[config.mk]
export PLATFORM = sky130hd
export DESIGN_NAME = pwm_pair
export DESIGN_NICKNAME = d
export VERILOG_FILES = /design/src/rtl/pwm_pair_pkg.sv /design/src/rtl/pwm_tick_pick.sv /design/src/rtl/pwm_chan.sv /design/src/rtl/pwm_pair.sv
export SDC_FILE = /design/constraint.sdc
export NUM_CORES = 1
export LEC_CHECK = 0
export BUFFER_PORTS_ARGS = -buffer_cell sky130_fd_sc_hd__buf_2
export CAP_MARGIN = 40
export CORE_MARGIN = 8
export CORE_UTILIZATION = 40
export CTS_CLUSTER_DIAMETER = 40
export DETAILED_ROUTE_END_ITERATION = 8
export HOLD_SLACK_MARGIN = 0.05
export PLACE_DENSITY = 0.57
export REMOVE_ABC_BUFFERS = 1
export SLEW_MARGIN = 15
export SYNTH_ARGS = -nofsm -noshare
export SYNTH_HDL_FRONTEND = slang
export SYNTH_SLANG_ARGS = --single-unit
[constraint.sdc]
create_clock -name clk_i -period 4.7 [get_ports clk_i]
set_clock_uncertainty 0.15 [all_clocks]
set_input_delay 1.41 -clock clk_i [delete_from_list [all_inputs] [get_ports clk_i]]
set_output_delay 1.41 -clock clk_i [all_outputs]
set_load 0.05 [all_outputs]
[src/rtl/pwm_pair_pkg.sv]
package pwm_pair_pkg;
  typedef enum logic {DIR_DOWN = 1'b0, DIR_UP = 1'b1} dir_e;
  localparam int NUM_CH = 2;
endpackage

[src/rtl/pwm_tick_pick.sv]
module pwm_tick_pick (
  input  logic sel_i,
  input  logic tick_a_i,
  input  logic tick_b_i,
  output logic tick_o
);
  assign tick_o = sel_i ? tick_b_i : tick_a_i;
endmodule

[src/rtl/pwm_chan.sv]
module pwm_chan
  import pwm_pair_pkg::*;
#(
  parameter int W = 8
) (
  input  logic         clk_i,
  input  logic         rst_i,
  input  logic         en_i,
  input  logic         tick_i,
  input  logic         center_i,
  input  logic         pol_i,
  input  logic [W-1:0] per_i,
  input  logic [W-1:0] dty_i,
  output logic         wave_o,
  output logic [W-1:0] cnt_o,
  output logic [W-1:0] per_o
);
  logic [W-1:0] cnt_q, per_q, dty_q;
  logic         ctr_q;
  dir_e         dir_q;
  logic         idle, at_top, at_floor, load, active;

  assign idle     = !en_i || (per_q == '0);
  assign at_top   = (cnt_q == per_q - W'(1));
  assign at_floor = (cnt_q == W'(1));
  // shadow copies are refreshed while idle or when a period completes
  assign load = idle ||
                (tick_i && !ctr_q && at_top) ||
                (tick_i && ctr_q && (dir_q == DIR_DOWN) && at_floor);

  always_ff @(posedge clk_i) begin
    if (rst_i) begin
      cnt_q <= '0;
      dir_q <= DIR_UP;
      per_q <= '0;
      dty_q <= '0;
      ctr_q <= 1'b0;
    end else begin
      if (load) begin
        per_q <= per_i;
        dty_q <= dty_i;
        ctr_q <= center_i;
      end
      if (idle) begin
        cnt_q <= '0;
        dir_q <= DIR_UP;
      end else if (tick_i) begin
        if (!ctr_q) begin
          cnt_q <= at_top ? '0 : cnt_q + W'(1);
        end else if (dir_q == DIR_UP) begin
          if (at_top) begin
            cnt_q <= per_q;
            dir_q <= DIR_DOWN;
          end else begin
            cnt_q <= cnt_q + W'(1);
          end
        end else begin
          if (at_floor) begin
            cnt_q <= '0;
            dir_q <= DIR_UP;
          end else begin
            cnt_q <= cnt_q - W'(1);
          end
        end
      end
    end
  end

  always_comb begin
    if (per_q == '0)          active = 1'b1;
    else if (dir_q == DIR_UP) active = (cnt_q < dty_q);
    else                      active = (cnt_q <= dty_q);
  end

  assign wave_o = en_i && (pol_i ? active : !active);
  assign cnt_o  = cnt_q;
  assign per_o  = per_q;
endmodule

[src/rtl/pwm_pair.sv]
module pwm_pair
  import pwm_pair_pkg::*;
#(
  parameter int CH_W = 8
) (
  input  logic                         clk_i,
  input  logic                         rst_i,
  input  logic                         tick_a_i,
  input  logic                         tick_b_i,
  input  logic                         cat_i,
  input  logic [NUM_CH-1:0]            en_i,
  input  logic [NUM_CH-1:0]            pol_i,
  input  logic [NUM_CH-1:0]            ctr_i,
  input  logic [NUM_CH-1:0]            csel_i,
  input  logic [NUM_CH-1:0][CH_W-1:0]  per_i,
  input  logic [NUM_CH-1:0][CH_W-1:0]  dty_i,
  output logic [NUM_CH-1:0]            pwm_o
);
  localparam int CAT_W = 2 * CH_W;

  logic [NUM_CH-1:0]           ch_tick, ch_wave;
  logic [NUM_CH-1:0][CH_W-1:0] ch_cnt, ch_per;
  logic                        cat_wave;
  logic [CAT_W-1:0]            cat_cnt, cat_per;
  logic [NUM_CH-1:0]           pwm_q;

  for (genvar g = 0; g < NUM_CH; g++) begin : g_ch
    pwm_tick_pick u_pick (
      .sel_i    (csel_i[g]),
      .tick_a_i (tick_a_i),
      .tick_b_i (tick_b_i),
      .tick_o   (ch_tick[g])
    );
    pwm_chan #(.W(CH_W)) u_ch (
      .clk_i    (clk_i),
      .rst_i    (rst_i),
      .en_i     (en_i[g] && !cat_i),
      .tick_i   (ch_tick[g]),
      .center_i (ctr_i[g]),
      .pol_i    (pol_i[g]),
      .per_i    (per_i[g]),
      .dty_i    (dty_i[g]),
      .wave_o   (ch_wave[g]),
      .cnt_o    (ch_cnt[g]),
      .per_o    (ch_per[g])
    );
  end

  // joined channel: channel 0 is the upper byte, channel 1 owns control
  pwm_chan #(.W(CAT_W)) u_cat (
    .clk_i    (clk_i),
    .rst_i    (rst_i),
    .en_i     (en_i[1] && cat_i),
    .tick_i   (ch_tick[1]),
    .center_i (ctr_i[1]),
    .pol_i    (pol_i[1]),
    .per_i    ({per_i[0], per_i[1]}),
    .dty_i    ({dty_i[0], dty_i[1]}),
    .wave_o   (cat_wave),
    .cnt_o    (cat_cnt),
    .per_o    (cat_per)
  );

  always_ff @(posedge clk_i) begin
    if (rst_i) begin
      pwm_q <= '0;
    end else begin
      pwm_q[0] <= cat_i ? 1'b0 : ch_wave[0];
      pwm_q[1] <= cat_i ? cat_wave : ch_wave[1];
    end
  end

  assign pwm_o = pwm_q;
endmodule

* After elaboration in Yosys (flattened, before gate mapping) *
Index checks and enable logic that the tools add are counted.

word-level totals
  register bits = 104

operators by class
  add/sub/neg operators = 9
  order comparisons = 6
  eq/ne operators = 6
  mux-type cells = 36
  bitwise gates (word level) = 3
  reduce and logical (&&, ||, !) cells = 50

operators by type and width
  kind                     number
  $mux W16                 5
  $mux W8                  10
  $sub A16 B1 Y16 const B  2
  $sub A8 B1 Y8 const B    4
  $logic_and A1 B1 Y1      21
  $mux W1                  21
  $add A16 B1 Y16 const B  1
  $add A8 B1 Y8 const B    2
  $eq A16 B1 Y1 const B    1
  $eq A16 B16 Y1           1
  $eq A8 B1 Y1 const B     2
  $eq A8 B8 Y1             2
  $le A16 B16 Y1           1
  $le A8 B8 Y1             2
  $logic_not A16 Y1        1
  $logic_not A8 Y1         2
  $lt A16 B16 Y1           1
  $lt A8 B8 Y1             2
  $logic_not A1 Y1         10
  $logic_or A1 B1 Y1       9
  $reduce_or A2 Y1         4
  $reduce_and A2 Y1        3
  $not A1 Y1               3

* Depth between registers and ports, before layout *
Gate-level depths: netlist (run 1).

  depth in word-level cells = 7
  mapped depth = 12

* By module *
From an unflattened synthesis (run 1), not the netlist that was laid out.

second synthesis, totals
  cells, all modules = 1132
  area total of the unflattened synthesis = 8640.8 µm²

modules (own cells, without submodules)
  module                        times used  cells an instance  area each (µm²)  seq. area each (µm²)
  pwm_chan at g_ch[0].u_ch ...  2           284                2172.1           520.5
  pwm_chan at u_cat             1           554                4180.3           1001.0
  pwm_pair                      1           8                  86.3             40.0
  pwm_tick_pick                 2           1                  15.0             0.0

* Worst setup path before layout (run 1) *
OpenSTA, ideal clock, no wires.

  path type = input to register
  start = in csel_i[0]
  end = reg g_ch[0].u_ch.dty_q[0]
  setup time = 0.128 ns
  arrival = 3.196 ns
  setup slack = 1.226 ns
  stages = 8
  path through = mux2_2 -> nand2_1 -> or3_1 -> nand4b_1 -> a21oi_1 -> buf_2 -> mux2i_1 -> nor2_1

between the ends
  word-level cells in the longest chain between the ends = 5
  elaborated cells on any way between the ends = 8
  those cells by class = mux (1); reduce/logical (7)

ends and longest elaborated chain
  element                                                           RTL line                        RTL
  start: declaration                                                pwm_pair.sv:14                  input logic [NUM_CH-1:0] csel_i,
  $mux W1 (*)                                                       pwm_tick_pick.sv:7              assign tick_o = sel_i ? tick_b_i : tick_a_i;
  $logic_and A1 B1 Y1, on equally long branches (2 in series)       pwm_chan.sv:28, pwm_chan.sv:29
  $logic_or A1 B1 Y1 / $logic_and A1 B1 Y1 (equally long branches)  pwm_chan.sv:27, pwm_chan.sv:29
  $logic_or A1 B1 Y1 (*)                                            pwm_chan.sv:28                  (tick_i && !ctr_q && at_top) ||
  end signal: assignment                                            pwm_chan.sv:41                  dty_q <= dty_i;
  end: declaration                                                  pwm_chan.sv:18                  logic [W-1:0] cnt_q, per_q, dty_q;

Every way passes the cells marked *; elsewhere a longest branch is shown, timed or not.
A chain may end at the register's enable or synchronous reset.

* Final worst setup path (run 1) *
  start = reg u_cat.per_q[8], in the netlist u_cat.per_o[8]
  end = reg u_cat.per_q[4], in the netlist u_cat.per_o[4]

between the ends
  word-level cells in the longest chain between the ends = 5
  elaborated cells on any way between the ends = 7
  those cells by class = add/sub (1); eq/ne (1); reduce/logical (5)

ends and longest elaborated chain
  element                   RTL line        RTL
  start: declaration        pwm_chan.sv:18
  start signal: assignment  pwm_chan.sv:40  per_q <= per_i;
  $sub A16 B1 Y16           pwm_chan.sv:24  assign at_top = (cnt_q == per_q - W'(1));
  $eq A16 B16 Y1            pwm_chan.sv:24
  $logic_and A1 B1 Y1       pwm_chan.sv:28
  $logic_or A1 B1 Y1 (*)    pwm_chan.sv:27  assign load = idle ||
  $logic_or A1 B1 Y1 (*)    pwm_chan.sv:28

Marks and branches as above.

==> results.yml, run 1 <==
clock_network:
  path_clk_slew_ns: 0.08
  cts_tree: "yes"
  post_cts_buffers: 0
  clockBufferDepth: 2
  cts.htree.levels: 3
  cts_resized: 0
  cts_root_buffer: "clkbuf_16"
  cts_buffers: 9
  clkSinkCount: 104
  postCtsHoldBufs: 0
  insertion_delay_ns: 0.36
floorplan:
  initial_core_util: 0.404
  fp-row-count: 52
  io_pins: 47
  core_region_area_sq_um: 20100
  die_y_um: 158
  die-area_sq_um: 25100
  die_x_um: 158
drt:
  drc_errors: 0
  routedWlPerCell_um: 18.3
  viasPerCell: 5.86
  final_antenna_net_count: 0
  dr.pass1.iters: 5
  drt_iter0_markers: 574
  route.vias.total: 7808
  drt_wl_total_mm: 24.3
cells_and_area:
  syn_to_final_growth_pct: 8.96
  drive_gt1_frac: 0.0998
  nFillCells: 2074
  fin_cells: 1332
  finish.net_count: 1146
  diodes: 0
sta:
  clock.fmax_mhz: 273
  max_slew.worst_pin.slew_ns: 0.828
  min_period_ns: 3.66
  setup_violations: 0
  rsz0062_at_grt: "no"
  max_slew_margin: 0.443
  hold_viol_final: 0
  tns_ns: 0
  layout_setup_ws_ns: 1.04
  maxSlewViolCount: 0
  holdWs_ns: 0.351
  timing.final.crit_share: 0.778
global_routing:
  grt_pass1_vias: 7222
  antenna_found_initial: 0
  grt.total_usage: 0.195
  grt_pass1_wl_mm: 39.0
  grt_most_used_layer: "met2"
  grt_max_degree: 52
  grtUsageMet2: 0.317
  met1_usage: 0.263
  groute.layer.met3.usage: 0.0271
  gr-total-overflow: 0
placed_design:
  placed_cells: 1316
  dp_hpwl_mm: 17.8
  port_buffers: 46
  gp_congestion: 0.860
  pre_cts_slack_ns: 1.09
logic_synthesis:
  synth.avg_cell_area_sq_um: 7.68
  yosysWarnings: 0
  netlist_instances: 1057
  ys_top_cells_by_count: "dfxtp_1, nor2_1, nand2_1"
  synthArstFlopShare: 0
  syn-cell-area_sq_um: 8110
  yosys_most_used_dff: "dfxtp_1"
  yosysTopAreaCell: "dfxtp_1"
  ys_ff_latch: 104
  ys_types: 73
  post-synth-top-count-cell: "dfxtp_1"
  yosysTopAreaCellShare: 0.257
  synth-seq-area-share: 0.257
  yosys-top-cells-area: "dfxtp_1, ha_1, xnor2_1, mux2i_1, nor2_1"
  synth-edff-count: 0
pwr:
  p_per_area_nw_per_um2: 247
  irDropWorstVdd_mv: 0.165
  power.leakage_nw: 3.41
worst_hold_path:
  hold_depth: 2
  min_path_type: "flip-flop to flip-flop"
flow_run:
  drv_cap: 0
critical_path:
  crit_chain: "or4_4, nor4_2, mux2_1, mux2i_1, mux2_2, o41a_1, o211ai_1, a21oi_1"
  worst_path_max_delay_cell: "o41a_1"
  cp.required_ns: 4.84
  rr_worst_depth: 8
  worst-r2r-setup-slack_ns: 1.04
  cp_max_fo: 18
  worstPathArrival_ns: 3.79
  cp-start-kind: "flip-flop"
  worstSetupEndpointType: "flip-flop"
  max_stage_delay_ns: 0.66
  critical_path_class: "flip-flop to flip-flop"
status:
  outcome: "complete, no violations"
==> cells by family after synthesis <==
kind of cell             share of synthesized area
AND/OR/NAND/NOR                              0.242
AO/OA/AOI/OAI                                0.222
buffers and inverters                       0.0635
flip-flops                                   0.257
XOR/XNOR                                    0.0874
multiplexers                                0.0601
adder cells (fa/ha/maj)                     0.0678
==> worst paths after layout <==
kind | to | from
max | u_cat.per_o[4] | u_cat.per_o[8]
min | g_ch[0].u_ch.dty_q[4] | g_ch[0].u_ch.dty_q[4]
max reg2reg | u_cat.per_o[4] | u_cat.per_o[8]
min reg2reg | g_ch[0].u_ch.dty_q[4] | g_ch[0].u_ch.dty_q[4]
==> flip-flops by register name, summed over array words and instances (netlist names), 16 cells and up <==
name             cells
u_cat.cnt_o         16
u_cat.per_o         16
u_cat.dty_q         16
g_ch.u_ch.per_o     16
g_ch.u_ch.cnt_o     16
g_ch.u_ch.dty_q     16
==> layer usage <==
layer | up-vias | routed length (um)
met4 | 0 | 463
li1 | 3863 | -
met1 | 3705 | 11300
met2 | 205 | 11500
met5 | - | 0
met3 | 35 | 1090
==> critical path: cells and delay by family (launching register included) <==
kind	cells	cell delay, ns
AOI/OAI and AO/OA	3	1.00
DFF	1	0.40
muxes	3	1.05
and+or+nand+nor	2	0.99
==> metrics by stage <==
step,total power [mW],instance area [sq um],util
4_1_cts,2.21,8840,0.440
2_1_floorplan,1.28,7800,-
3_5_place_dp,1.43,8550,0.425
3_3_place_gp,1.43,8540,0.425
5_1_grt,2.30,8840,0.440
6_report,2.19,8840,0.440
==> report_power, final <==
part | total (mW) | switching (mW) | internal (mW) | leakage, nW
Combinational | 0.440 | 0.263 | 0.178 | 2.42
Sequential | 0.976 | 0.0535 | 0.923 | 0.855
Clock | 0.770 | 0.358 | 0.411 | 0.138
Total | 2.19 | 0.675 | 1.51 | 3.41
==> cell usage in the layout, fill, tap and decap left out, types with 11 or more instances in the layout <==
cell and instances:
nand3_1 38, dfxtp_1 104, nor3_1 30, nand2_1 70, or3_1 33, mux2i_1 41, or4_1 13, nor2b_1 12
nor2_1 86, xor2_1 31, a31oi_1 26, a21oi_1 63, a32oi_1 11, and3_1 15, o21ai_0 61, a211oi_1 13
xnor2_1 50, buf_4 20, o211ai_1 19, nor4_1 11, buf_2 46, inv_1 53, ha_1 44
==> cell type report <==
| class | instances | area [sq um] | area share |
|---|---|---|---|
| clock buffer | 10 | 229 | 0.0259 |
| inverter | 54 | 203 | 0.0229 |
| timing repair buffer | 67 | 392 | 0.0443 |
| sequential | 104 | 2080 | 0.235 |
| clock inverter | 6 | 60.1 | 0.00679 |
| tap | 270 | 338 | 0.0382 |
| multi-input combinational | 821 | 5540 | 0.626 |
Note: power is estimated with default switching activity, not from simulation.
==> run 2, diff against run 1 <==
==> constraint.sdc (replaced) <==
create_clock -name clk_i -period 3.8 [get_ports clk_i]
set_clock_uncertainty 0.15 [all_clocks]
set_input_delay 1.14 -clock clk_i [delete_from_list [all_inputs] [get_ports clk_i]]
set_output_delay 1.14 -clock clk_i [all_outputs]
set_load 0.05 [all_outputs]
==> results.yml, run 2 (synthesis gave the netlist of run 1 again) <==
placed_design:
  gp_congestion: 0.907
  port_buffers: 46
  dp_hpwl_mm: 18.0
cells_and_area:
  diodes: 0
  drive_gt1_frac: 0.112
  final_cell_mix: "dfxtp_1, nor2_1, nand2_1"
  syn_to_final_growth_pct: 10.4
  layout_commonest_cell: "dfxtp_1"
  finish.net_count: 1160
critical_path:
  path_buf_inv: 1
  crit_chain: "or4_4, nor4_2, mux2_1, mux2i_1, mux2_2, o41a_1, buf_4, o211ai_1, a21oi_1"
  worst_path_max_delay_cell: "or4_4"
  cp-start-kind: "flip-flop"
  crit_family: "simple AND/OR/NAND/NOR gates"
  max_stage_delay_ns: 0.58
  cp.required_ns: 3.93
  worstPathArrival_ns: 3.49
  cp_max_fo: 18
  critical_path_class: "flip-flop to flip-flop"
  worstSetupEndpointType: "flip-flop"
global_routing:
  grt_pass1_wl_mm: 39.5
  antenna_found_initial: 0
  grt_pass1_vias: 7346
  gr-total-overflow: 0
  grt.total_usage: 0.198
  grt_max_degree: 52
drt:
  drc_errors: 0
  drt_iter0_markers: 637
  final_antenna_net_count: 0
  drt_wl_total_mm: 24.7
  viasPerCell: 5.88
  routedWlPerCell_um: 18.4
  route.vias.total: 7917
  dr.pass1.iters: 5
sta:
  clock.fmax_mhz: 298
  max_slew.worst_pin.slew_ns: 0.736
  rsz0062_at_grt: "no"
  max_slew_margin: 0.503
  timing.final.crit_share: 0.885
  min_period_ns: 3.36
  hold_viol_final: 0
  maxSlewViolCount: 0
  tns_ns: 0
  setup_violations: 0
floorplan:
  die_x_um: 158
  initial_core_util: 0.404
  die-area_sq_um: 25100
  fp-row-count: 52
  die_y_um: 158
  core_region_area_sq_um: 20100
  io_pins: 47
clock_network:
  cts_tree: "yes"
  cts.htree.levels: 3
  insertion_delay_ns: 0.36
  postCtsHoldBufs: 0
  clockBufferDepth: 2
  post_cts_buffers: 0
  clkSinkCount: 104
  cts_resized: 0
  cts_root_buffer: "clkbuf_16"
  path_clk_slew_ns: 0.07
  cts_buffers: 9
flow_run:
  drv_cap: 0
pwr:
  power.leakage_nw: 3.48
  finalPower_mw: 2.71
  irDropWorstVdd_mv: 0.213
  p_per_area_nw_per_um2: 303
worst_hold_path:
  min_path_type: "flip-flop to flip-flop"
status:
  outcome: "complete, no violations"
==> run 2: changes by cell type in the layout (fill, tap and decap cells not counted) <==
| cell | previous run | this run |
|---|---|---|
| clkbuf_8 | 0 | 3 |
| clkinv_2 | 3 | 1 |
| clkinvlp_4 | 2 | 3 |
| bufinv_16 | 1 | 0 |
| buf_12 | 0 | 1 |
| clkdlybuf4s15_2 | 1 | 0 |
| buf_4 | 20 | 34 |
| clkbuf_1 | 1 | 0 |
==> run 2: metrics by stage <==
step	utilization	area, sq um	setup slack, ns	hold WS [ns]	instances
2_1_floorplan	-	7800	-0.555	0.310	979
3_3_place_gp	0.431	8670	0.552	0.325	1330
3_5_place_dp	0.431	8670	0.499	0.336	1330
4_1_cts	0.446	8960	0.486	0.353	1346
5_1_grt	0.446	8960	0.203	0.386	1346
6_report	0.446	8960	0.439	0.343	1346
==> run 2: layout make-up <==
class,instances,area (sq um)
multi-input combinational,821,5540
clock inverter,4,27.5
tap,270,338
inverter,54,203
timing repair buffer,81,505
clock buffer,12,267
sequential,104,2080
fill,2025,11100
==> run 2: final timing paths <==
| kind | start | cells after the start | to | slack, ns |
|---|---|---|---|---|
| setup / recovery | u_cat.per_o[8] | 9 | u_cat.per_o[13] | 0.44 |
| hold / removal | g_ch[0].u_ch.dty_q[2] | 2 | g_ch[0].u_ch.dty_q[2] | 0.34 |
| hold reg to reg | g_ch[0].u_ch.dty_q[2] | 2 | g_ch[0].u_ch.dty_q[2] | 0.34 |
| setup reg to reg | u_cat.per_o[8] | 9 | u_cat.per_o[13] | 0.44 |
==> run 2: per-layer routing <==
layer  vias to the layer above  wire, um  GRT usage
li1                       3888         -          -
met1                      3731     11400      0.266
met2                       261     11400      0.317
met3                        37      1410     0.0312
met4                         0       472     0.0660
met5                         -         0          0
==> run 2: where the power goes <==
group          switching, mW  total, mW  internal (mW)  leakage [nW]
Combinational          0.326      0.554          0.228          2.49
Sequential            0.0651       1.21           1.14         0.855
Clock                  0.453      0.952          0.499         0.137
Total                  0.844       2.71           1.87          3.48
==> run 2: tightest hold or removal path: cells and delay by family (launching register included) <==
family        cells  cell delay, ns
flops             1            0.33
mux               1            0.07
simple gates      1            0.07
